$ cat src/rtl/ssw_pkg.sv
// Package: shared parameters and address tables of the mode flag bank.
// Assumes every set address is the clear address with bit 0 set.
package ssw_pkg;

    localparam int SSW_NUM_FLAGS  = 12;
    localparam int SSW_NUM_RDSENS = 4;
    localparam int SSW_ADDR_W     = 16;
    localparam int SSW_DATA_W     = 8;
    localparam logic [7:0] SSW_PAGE_HI = 8'hC0;

    // Low byte of the clear address of flag i.
    function automatic logic [7:0] clr_lo(input int i);
        case (i)
            0:  return 8'h06;
            1:  return 8'h00;
            2:  return 8'h02;
            3:  return 8'h04;
            4:  return 8'h08;
            5:  return 8'h0A;
            6:  return 8'h0E;
            7:  return 8'h0C;
            8:  return 8'h50;
            9:  return 8'h52;
            10: return 8'h54;
            default: return 8'h56;
        endcase
    endfunction

    // Low byte of the set address of flag i.
    function automatic logic [7:0] set_lo(input int i);
        return clr_lo(i) | 8'h01;
    endfunction

    // Low byte of the status address of flag i.
    function automatic logic [7:0] sts_lo(input int i);
        case (i)
            0:  return 8'h15;
            1:  return 8'h18;
            2:  return 8'h13;
            3:  return 8'h14;
            4:  return 8'h16;
            5:  return 8'h17;
            6:  return 8'h1E;
            7:  return 8'h1F;
            8:  return 8'h1A;
            9:  return 8'h1B;
            10: return 8'h1C;
            default: return 8'h1D;
        endcase
    endfunction

    // True for low bytes that are acknowledged on reads without any effect.
    function automatic logic is_quiet(input logic [7:0] lo);
        case (lo)
            8'h58, 8'h5A, 8'h5D, 8'h5F, 8'h61, 8'h62: return 1'b1;
            default: return 1'b0;
        endcase
    endfunction

endpackage

$ cat src/rtl/ssw_decode.sv
// Address decoder of the mode flag bank.
// Produces per-flag set, clear and status matches for the current access,
// qualified by page, strobe and flag attribute. A read with wr also high is
// treated as a write. Status matches outrank set/clear matches.
module ssw_decode
    import ssw_pkg::*;
#(
    parameter int NUM_FLAGS  = SSW_NUM_FLAGS,
    parameter int NUM_RDSENS = SSW_NUM_RDSENS,
    parameter int ADDR_W     = SSW_ADDR_W
) (
    input  logic [ADDR_W-1:0]    addr,
    input  logic                 rd,
    input  logic                 wr,
    output logic [NUM_FLAGS-1:0] set_m,
    output logic [NUM_FLAGS-1:0] clr_m,
    output logic [NUM_FLAGS-1:0] sts_m,
    output logic                 quiet_m,
    output logic                 rd_only
);
    localparam int FIRST_RS = NUM_FLAGS - NUM_RDSENS;

    logic                 in_page;
    logic [7:0]           lo;
    logic [NUM_FLAGS-1:0] set_raw;
    logic [NUM_FLAGS-1:0] clr_raw;

    assign in_page = (addr[ADDR_W-1:8] == SSW_PAGE_HI);
    assign lo      = addr[7:0];
    assign rd_only = rd & ~wr;

    // One comparator set per flag; read sensitivity chosen by flag index.
    for (genvar g = 0; g < NUM_FLAGS; g++) begin : g_flag
        localparam logic RD_SENS = (g >= FIRST_RS);
        logic acc_ok;
        assign acc_ok     = wr | (RD_SENS & rd_only);
        assign sts_m[g]   = in_page & rd_only & (lo == sts_lo(g));
        assign set_raw[g] = in_page & acc_ok & (lo == set_lo(g));
        assign clr_raw[g] = in_page & acc_ok & (lo == clr_lo(g));
    end

    // Status matches take priority over set and clear matches.
    assign set_m   = set_raw & {NUM_FLAGS{~|sts_m}};
    assign clr_m   = clr_raw & {NUM_FLAGS{~|sts_m}};
    assign quiet_m = in_page & rd_only & is_quiet(lo) & ~|sts_m & ~|set_raw & ~|clr_raw;

endmodule

$ cat src/rtl/ssw_flags.sv
// Flag register of the mode flag bank.
// Assumes set and clear matches never target the same flag in one cycle.
module ssw_flags #(
    parameter int NUM_FLAGS = 12
) (
    input  logic                 clk,
    input  logic                 rst_n,
    input  logic [NUM_FLAGS-1:0] set_m,
    input  logic [NUM_FLAGS-1:0] clr_m,
    output logic [NUM_FLAGS-1:0] flags
);
    // Hold the flags; apply decoded set and clear requests each edge.
    always_ff @(posedge clk) begin
        if (!rst_n) flags <= '0;
        else        flags <= (flags | set_m) & ~clr_m;
    end
endmodule

$ cat src/rtl/ssw_readback.sv
// Registered response of the mode flag bank.
// Status reads report the flag in the top data bit, read-triggered set or
// clear returns all ones, everything else returns zero.
module ssw_readback #(
    parameter int NUM_FLAGS = 12,
    parameter int DATA_W    = 8
) (
    input  logic                 clk,
    input  logic                 rst_n,
    input  logic [NUM_FLAGS-1:0] set_m,
    input  logic [NUM_FLAGS-1:0] clr_m,
    input  logic [NUM_FLAGS-1:0] sts_m,
    input  logic                 quiet_m,
    input  logic                 rd_only,
    input  logic [NUM_FLAGS-1:0] flags,
    output logic [DATA_W-1:0]    rdata,
    output logic                 hit
);
    localparam logic [DATA_W-1:0] STS_ON = {1'b1, {(DATA_W-1){1'b0}}};

    logic [DATA_W-1:0] rdata_nxt;

    // Pick the byte returned for this access.
    always_comb begin
        if (|sts_m)
            rdata_nxt = (|(sts_m & flags)) ? STS_ON : '0;
        else if (rd_only & (|set_m | |clr_m))
            rdata_nxt = '1;
        else
            rdata_nxt = '0;
    end

    // Register hit and data for the cycle after the access.
    always_ff @(posedge clk) begin
        if (!rst_n) begin
            hit   <= 1'b0;
            rdata <= '0;
        end else begin
            hit   <= |sts_m | |set_m | |clr_m | quiet_m;
            rdata <= rdata_nxt;
        end
    end
endmodule

$ cat src/rtl/softswitch_bank.sv
// Top of the mode flag bank: decoder, flag register and response register.
// Assumes one bus access per cycle, qualified by rd/wr.
module softswitch_bank
    import ssw_pkg::*;
#(
    parameter int NUM_FLAGS  = SSW_NUM_FLAGS,
    parameter int NUM_RDSENS = SSW_NUM_RDSENS,
    parameter int ADDR_W     = SSW_ADDR_W,
    parameter int DATA_W     = SSW_DATA_W
) (
    input  logic                 clk,
    input  logic                 rst_n,
    input  logic [ADDR_W-1:0]    addr,
    input  logic                 rd,
    input  logic                 wr,
    output logic [NUM_FLAGS-1:0] flags,
    output logic [DATA_W-1:0]    rdata,
    output logic                 hit
);
    logic [NUM_FLAGS-1:0] set_m;
    logic [NUM_FLAGS-1:0] clr_m;
    logic [NUM_FLAGS-1:0] sts_m;
    logic                 quiet_m;
    logic                 rd_only;

    ssw_decode #(
        .NUM_FLAGS (NUM_FLAGS),
        .NUM_RDSENS(NUM_RDSENS),
        .ADDR_W    (ADDR_W)
    ) u_decode (
        .addr   (addr),
        .rd     (rd),
        .wr     (wr),
        .set_m  (set_m),
        .clr_m  (clr_m),
        .sts_m  (sts_m),
        .quiet_m(quiet_m),
        .rd_only(rd_only)
    );

    ssw_flags #(
        .NUM_FLAGS(NUM_FLAGS)
    ) u_flags (
        .clk  (clk),
        .rst_n(rst_n),
        .set_m(set_m),
        .clr_m(clr_m),
        .flags(flags)
    );

    ssw_readback #(
        .NUM_FLAGS(NUM_FLAGS),
        .DATA_W   (DATA_W)
    ) u_readback (
        .clk    (clk),
        .rst_n  (rst_n),
        .set_m  (set_m),
        .clr_m  (clr_m),
        .sts_m  (sts_m),
        .quiet_m(quiet_m),
        .rd_only(rd_only),
        .flags  (flags),
        .rdata  (rdata),
        .hit    (hit)
    );

endmodule

$ cat config.mk
export PLATFORM = sky130hd
export DESIGN_NAME = softswitch_bank
export DESIGN_NICKNAME = d
export VERILOG_FILES = /design/src/rtl/ssw_pkg.sv /design/src/rtl/ssw_decode.sv /design/src/rtl/ssw_flags.sv /design/src/rtl/ssw_readback.sv /design/src/rtl/softswitch_bank.sv
export SDC_FILE = /design/constraint.sdc
export NUM_CORES = 1
export LEC_CHECK = 0
export CELL_PAD_IN_SITES_DETAIL_PLACEMENT = 0
export CELL_PAD_IN_SITES_GLOBAL_PLACEMENT = 1
export CORE_ASPECT_RATIO = 0.5
export CORE_MARGIN = 4
export CORE_UTILIZATION = 32
export CTS_CLUSTER_DIAMETER = 30
export CTS_CLUSTER_SIZE = 40
export DETAILED_ROUTE_END_ITERATION = 10
export PLACE_DENSITY = 0.8
export RECOVER_POWER = 100
export SYNTH_ARGS = -nofsm -noshare
export SYNTH_HDL_FRONTEND = slang
export SYNTH_SLANG_ARGS = --single-unit
export TNS_END_PERCENT = 1
$ cat constraint.sdc
create_clock -name clk -period 1.9 [get_ports clk]
set_clock_uncertainty 0.15 [all_clocks]
set_input_delay 0.19 -clock clk [delete_from_list [all_inputs] [get_ports clk]]
set_output_delay 0.19 -clock clk [all_outputs]
set_load 0.02 [all_outputs]
* After elaboration in Yosys (flattened, before gate mapping)
Index checks and enable logic that the tools add are counted.
** Storage, ports and cells
- Flip-flop bits (word level) :: 21
- Logic and storage cells :: 117
** Cells by class
- Bitwise gates (word level) :: 57
- Eq/ne operators :: 42
- Mux-type cells :: 4
- Reduce and logical (&&, ||, !) cells :: 11
** Operator list (count)
- 8-bit by 7-bit == test with 1-bit output, second input constant :: 14
- 8-bit by 5-bit == test with 1-bit output, second input constant :: 12
- 12-bit OR reduction :: 6
- 8-bit by 4-bit == test with 1-bit output, second input constant :: 8
- 12-bit bitwise AND :: 4
- 1-bit bitwise AND :: 45
- 8-bit by 3-bit == test with 1-bit output, second input constant :: 4
- 8-bit two-way mux :: 3
- 8-bit by 2-bit == test with 1-bit output, second input constant :: 2
- 12-bit inverter :: 1
- 12-bit OR :: 1
- 8-bit by 1-bit == test with 1-bit output, second input constant :: 1
- 8-bit == test, second input constant :: 1
- 8-bit logical NOT :: 1
- 6-bit OR reduction :: 1
- 1-bit OR :: 5
- 1-bit logical NOT :: 3
- 1-bit two-way mux :: 1
- 1-bit inverter :: 1

* Longest topological paths before layout
- Word-level depth :: 12
- Mapped depth :: 7

* Cells and area by module
From an unflattened synthesis, not the netlist that was laid out.
** Second synthesis, totals
- Cell total of the unflattened synthesis :: 161
- Area total of the unflattened synthesis :: 1270.0 µm²
** By module, submodules not included
- ssw_decode :: sequential area each 0.0 µm², times used 1, area an instance 540.5 µm², cells an instance 89
- ssw_flags :: sequential area each 240.2 µm², times used 1, area an instance 432.9 µm², cells an instance 37
- ssw_readback :: sequential area each 60.1 µm², times used 1, area an instance 296.5 µm², cells an instance 35

* Worst setup path before layout
Ideal clock, no wire load.
- Path kind :: register -> register
- Start :: reg u_flags.flags[1]
- End :: reg u_readback.rdata[7]
- Arrival :: 1.259 ns
- Setup time :: 0.058 ns
- Required time :: 1.692 ns
- Cell stages (with the launch flop) :: 6
- Period minus slack after synthesis :: 1.467 ns
- Setup slack :: 0.433 ns
- Cell sequence :: dfxtp_1 -> or3b_1 -> a21oi_1 -> o32ai_1 -> a41oi_1 -> o21a_1
** Between the ends
- Longest elaborated chain between the ends :: 4
** Ends and longest elaborated chain
- start, declared :: line ssw_flags.sv:10 : output logic [NUM_FLAGS-1:0] flags
- start signal, assigned :: line ssw_flags.sv:15 : else flags <= (flags | set_m) & ~clr_m;
- 12-bit bitwise AND :: line ssw_readback.sv:26 : rdata_nxt = (|(sts_m & flags)) ? STS_ON : '0;
- 12-bit OR reduction :: line ssw_readback.sv:26
- 8-bit two-way mux :: line ssw_readback.sv:26
- 8-bit two-way mux :: line ssw_readback.sv:25 : if (|sts_m)
- end signal, assigned :: line ssw_readback.sv:40 : rdata <= rdata_nxt;
- end, declared :: line ssw_readback.sv:16 : output logic [DATA_W-1:0] rdata,
No other way between the ends.
A chain may end at the register's enable or synchronous reset.

* Final worst setup path
- Start :: in addr[0]
- End :: reg u_readback.rdata[7]
** Between the ends
- Longest elaborated chain between the ends :: 10
- Elaborated cells between the ends (all ways) :: 85
** Ends and longest elaborated chain
- start, declared :: line softswitch_bank.sv:13 : input logic [ADDR_W-1:0] addr,
- 8-bit by 5-bit == test with 1-bit output :: line ssw_decode.sv:37 : assign sts_m[g] = in_page & rd_only & (lo == sts_lo(g));
- 1-bit bitwise AND :: line ssw_decode.sv:37
- 12-bit OR reduction :: line ssw_decode.sv:43, ssw_decode.sv:44, ssw_readback.sv:25
- 1-bit logical NOT :: line ssw_decode.sv:43, ssw_decode.sv:44
- 12-bit bitwise AND (on tied branches) :: line ssw_decode.sv:43, ssw_decode.sv:44
- 12-bit OR reduction :: line ssw_readback.sv:27 : else if (rd_only & (|set_m | |clr_m))
- 1-bit OR :: line ssw_readback.sv:27
- 1-bit bitwise AND :: line ssw_readback.sv:27
- 8-bit two-way mux :: line ssw_readback.sv:27
- 8-bit two-way mux * :: line ssw_readback.sv:25
Every way passes the cells marked *; elsewhere a longest branch is shown, timed or not.

==> summary.md <==
| Metric | Value |
|---|---|
| CP peak stage delay | `0.62 ns` |
| Resized cells post-CTS | `0` |
| Non-Filler Instances | `209` |
| Worst r2r src | `u_flags.flags[1]$_SDFF_PN0_` |
| Critical path class | `in -> reg` |
| Clock Latency Late Sink | `0.25 ns` |
| Routability Congestion | `0.835` |
| Cell taking the most area after synthesis | `dfxtp_1` |
| Hold Crit Class | `reg -> reg` |
| Top post-synthesis cells by count | `dfxtp_1, nand2_1, nor2b_1` |
| Minimum clock period | `1.84 ns` |
| # H-tree levels | `1` |
| Routed WL | `2820 µm` |
| Die extent in y | `49.1 µm` |
| Layout area overhead | `49.7%` |
| Fin util | `51.8%` |
| Max-cap violation count | `0` |
| Syn_area_per_cell | `9.22 µm²` |
| Pwr Density | `443 mW/mm²` |
| Max-slew violation count | `0` |
| Placed Cells | `205` |
| Multi-input gate area | `652 µm²` |
| Status | `completed` |
| Area of the core | `0.00312 mm²` |
| Port bufs | `40` |
| GRT Resource Usage Total | `13.2%` |
| WP data arrival | `1.83 ns` |
| Vias in the first global route | `1005` |
| Initial Util | `34.6%` |
| IO Count | `41` |
| Worst R2R Setup Slack | `0.37 ns` |
| Synth Warn # | `0` |
| Worst Tran Pin Value | `0.350 ns` |
| Hold path start | `u_flags.flags[4]$_SDFF_PN0_` |
| Post-CTS Hold Buffers | `0` |
| WHS Path Cells | `2` |
| Pin count of the biggest net entering global routing | `11` |
| First-pass GRT wire length | `4770 µm` |
| Async SR Flop Fraction | `0%` |
| Max Fanout on Critical Path | `7` |
| Layout cells sized above 1 | `21.3%` |
| Synth top area share | `27.8%` |
| Diode count | `0` |
| Hold Fails Final Rpt | `0` |
| DP Worst Slack | `-0.161 ns` |
| Area contributors post-synth | `dfxtp_1, mux2i_1, nor2b_1` |
| Clock sinks | `15` |
| Drt first pass iters | `4` |
| CTS buffer count | `3` |
| Number of antenna violations at the first check in global routing | `0` |
| Worst setup EP type | `register` |
| Fin nets | `190` |
| Synthesized area | `0.00108 mm²` |
| R2R cell count | `5` |
| Die area | `0.00442 mm²` |
| # setup viols final | `0` |
| Fmax | `544 MHz` |
| Post-synth EDFFs | `0` |
| TritonCTS clock tree | `built` |
| Register area share after synthesis | `27.8%` |
| DR iter-0 viols | `36` |
| Peak supply drop | `0.231 mV` |
| Clk slew on worst S/H paths | `0.07 ns` |
| Fill cells | `305` |
| Netlist cell types | `46` |
| Slew margin rel. | `76.3%` |
| FF+latch area | `300 µm²` |
| Die width | `90.1 µm` |
| Flops & latches, synth | `15` |
| Via count | `1039` |
| Final period util | `96.7%` |
| CP required | `1.89 ns` |
| FF-to-FF End | `u_readback.rdata[7]$_SDFF_PN0_` |
| Count leader, synth | `dfxtp_1` |
| WHS Endpoint | `u_flags.flags[4]$_SDFF_PN0_` |
| Worst path cell trace | `clkdlybuf4s50_1 -> mux2_2 -> o2111ai_1 -> a41oi_1 -> o21a_1` |
| Detail Route Antenna Nets | `0` |
| Synthesized instance count | `117` |
| Drt drc | `0` |
| Std-Cell Rows | `14` |
| Final setup margin | `0.0627 ns` |
| Net count after synthesis | `137` |
| Overall Power | `0.716 mW` |
| Post-DP HPWL | `2260 µm` |
| Setup bufs post-CTS | `0` |
| Critical-path top delay cell | `clkdlybuf4s50_1` |
| CTS root buffer | `clkbuf_8` |
| Grt ovf | `0` |
| Post-synth top flop | `dfxtp_1` |
| DR vias/cell | `4.97` |
| Static Leak | `0.709 nW` |
| Deepest clock path buffer count | `2` |
| Post-route setup TNS | `0 ns` |
| RSZ-0062 raised after global routing | `no` |
| WL/cell | `13.5 µm` |
| Startpoint Class | `primary input` |
[report_power, final]
part           switching, mW  internal, mW  leakage [nW]
registers         0.00000515         0.314         0.121
logic                 0.0560        0.0761         0.567
clock network          0.122         0.147        0.0217
[worst max-delay path, delay by kind of cell]
kind / cells / cell delay (ns)
compound gates: 3 / 0.63
mux: 1 / 0.38
buf+inv: 1 / 0.62
[area by class of cell]
cell class | count | share of cell area (%)
Clock buffer | 3 | 2.56
Tap cell | 40 | 3.10
Timing Repair Buffer | 62 | 34.9
Clock inverter | 1 | 0.465
Sequential cell | 15 | 18.6
Multi-Input combinational cell | 88 | 40.4
[placed cells by master (no fill, tap or decap), types with 3 or more instances in the layout]
master / count
clkbuf_8: 3
dfxtp_1: 15
nor3_1: 3
mux2i_1: 10
nand3_1: 4
o21ai_0: 5
nor2b_1: 11
dlygate4sd3_1: 21
nand2_1: 12
clkdlybuf4s50_1: 19
buf_4: 20
[metal layers]
metal / share of wire (%) / track usage, % / vias up
met1: 49 / 16.7 / 479
li1: - / - / 541
met5: 0 / 0 / -
met4: 0.46 / 4.06 / 0
met2: 48 / 21.8 / 17
met3: 2.9 / 3.85 / 2
[cells by family (layout without fill, tap and decap cells)]
logic type | Yosys count | count (layout) | share of synthesized area (%)
flops | 15 | 15 | 27.8
simple gates | 54 | 54 | 35.7
mux | 12 | 12 | 11.4
compound gates | 22 | 22 | 15.0
buf+inv | 14 | 66 | 10.1
[state kept, by name (all words and copies together), names as in the netlist]
register	cells
u_flags.flags	12
u_readback.hit	1
u_readback.rdata	2
[worst max-delay path by stage]
stage	cells after the start	slack, ns	startpoint	endpoint
after floorplan	5	0.43	u_flags.flags[1]$_SDFF_PN0_	u_readback.rdata[7]$_SDFF_PN0_
after global placement	5	-0.18	addr[0]	u_readback.rdata[7]$_SDFF_PN0_
after detailed placement	5	-0.16	addr[0]	u_readback.rdata[7]$_SDFF_PN0_
after CTS	5	0.08	addr[0]	u_readback.rdata[7]$_SDFF_PN0_
after global routing	7	0.04	addr[5]	u_readback.rdata[7]$_SDFF_PN0_
final	5	0.06	addr[0]	u_readback.rdata[7]$_SDFF_PN0_
[stage by stage]
step | hold WS, ns | instance area (µm²)
after floorplan | 0.183 | 1080
after global placement | 0.328 | 1590
after detailed placement | 0.329 | 1590
after CTS | 0.342 | 1630
after global routing | 0.386 | 1610
final | 0.332 | 1610
No activity file was read; power rests on OpenSTA's default activity.
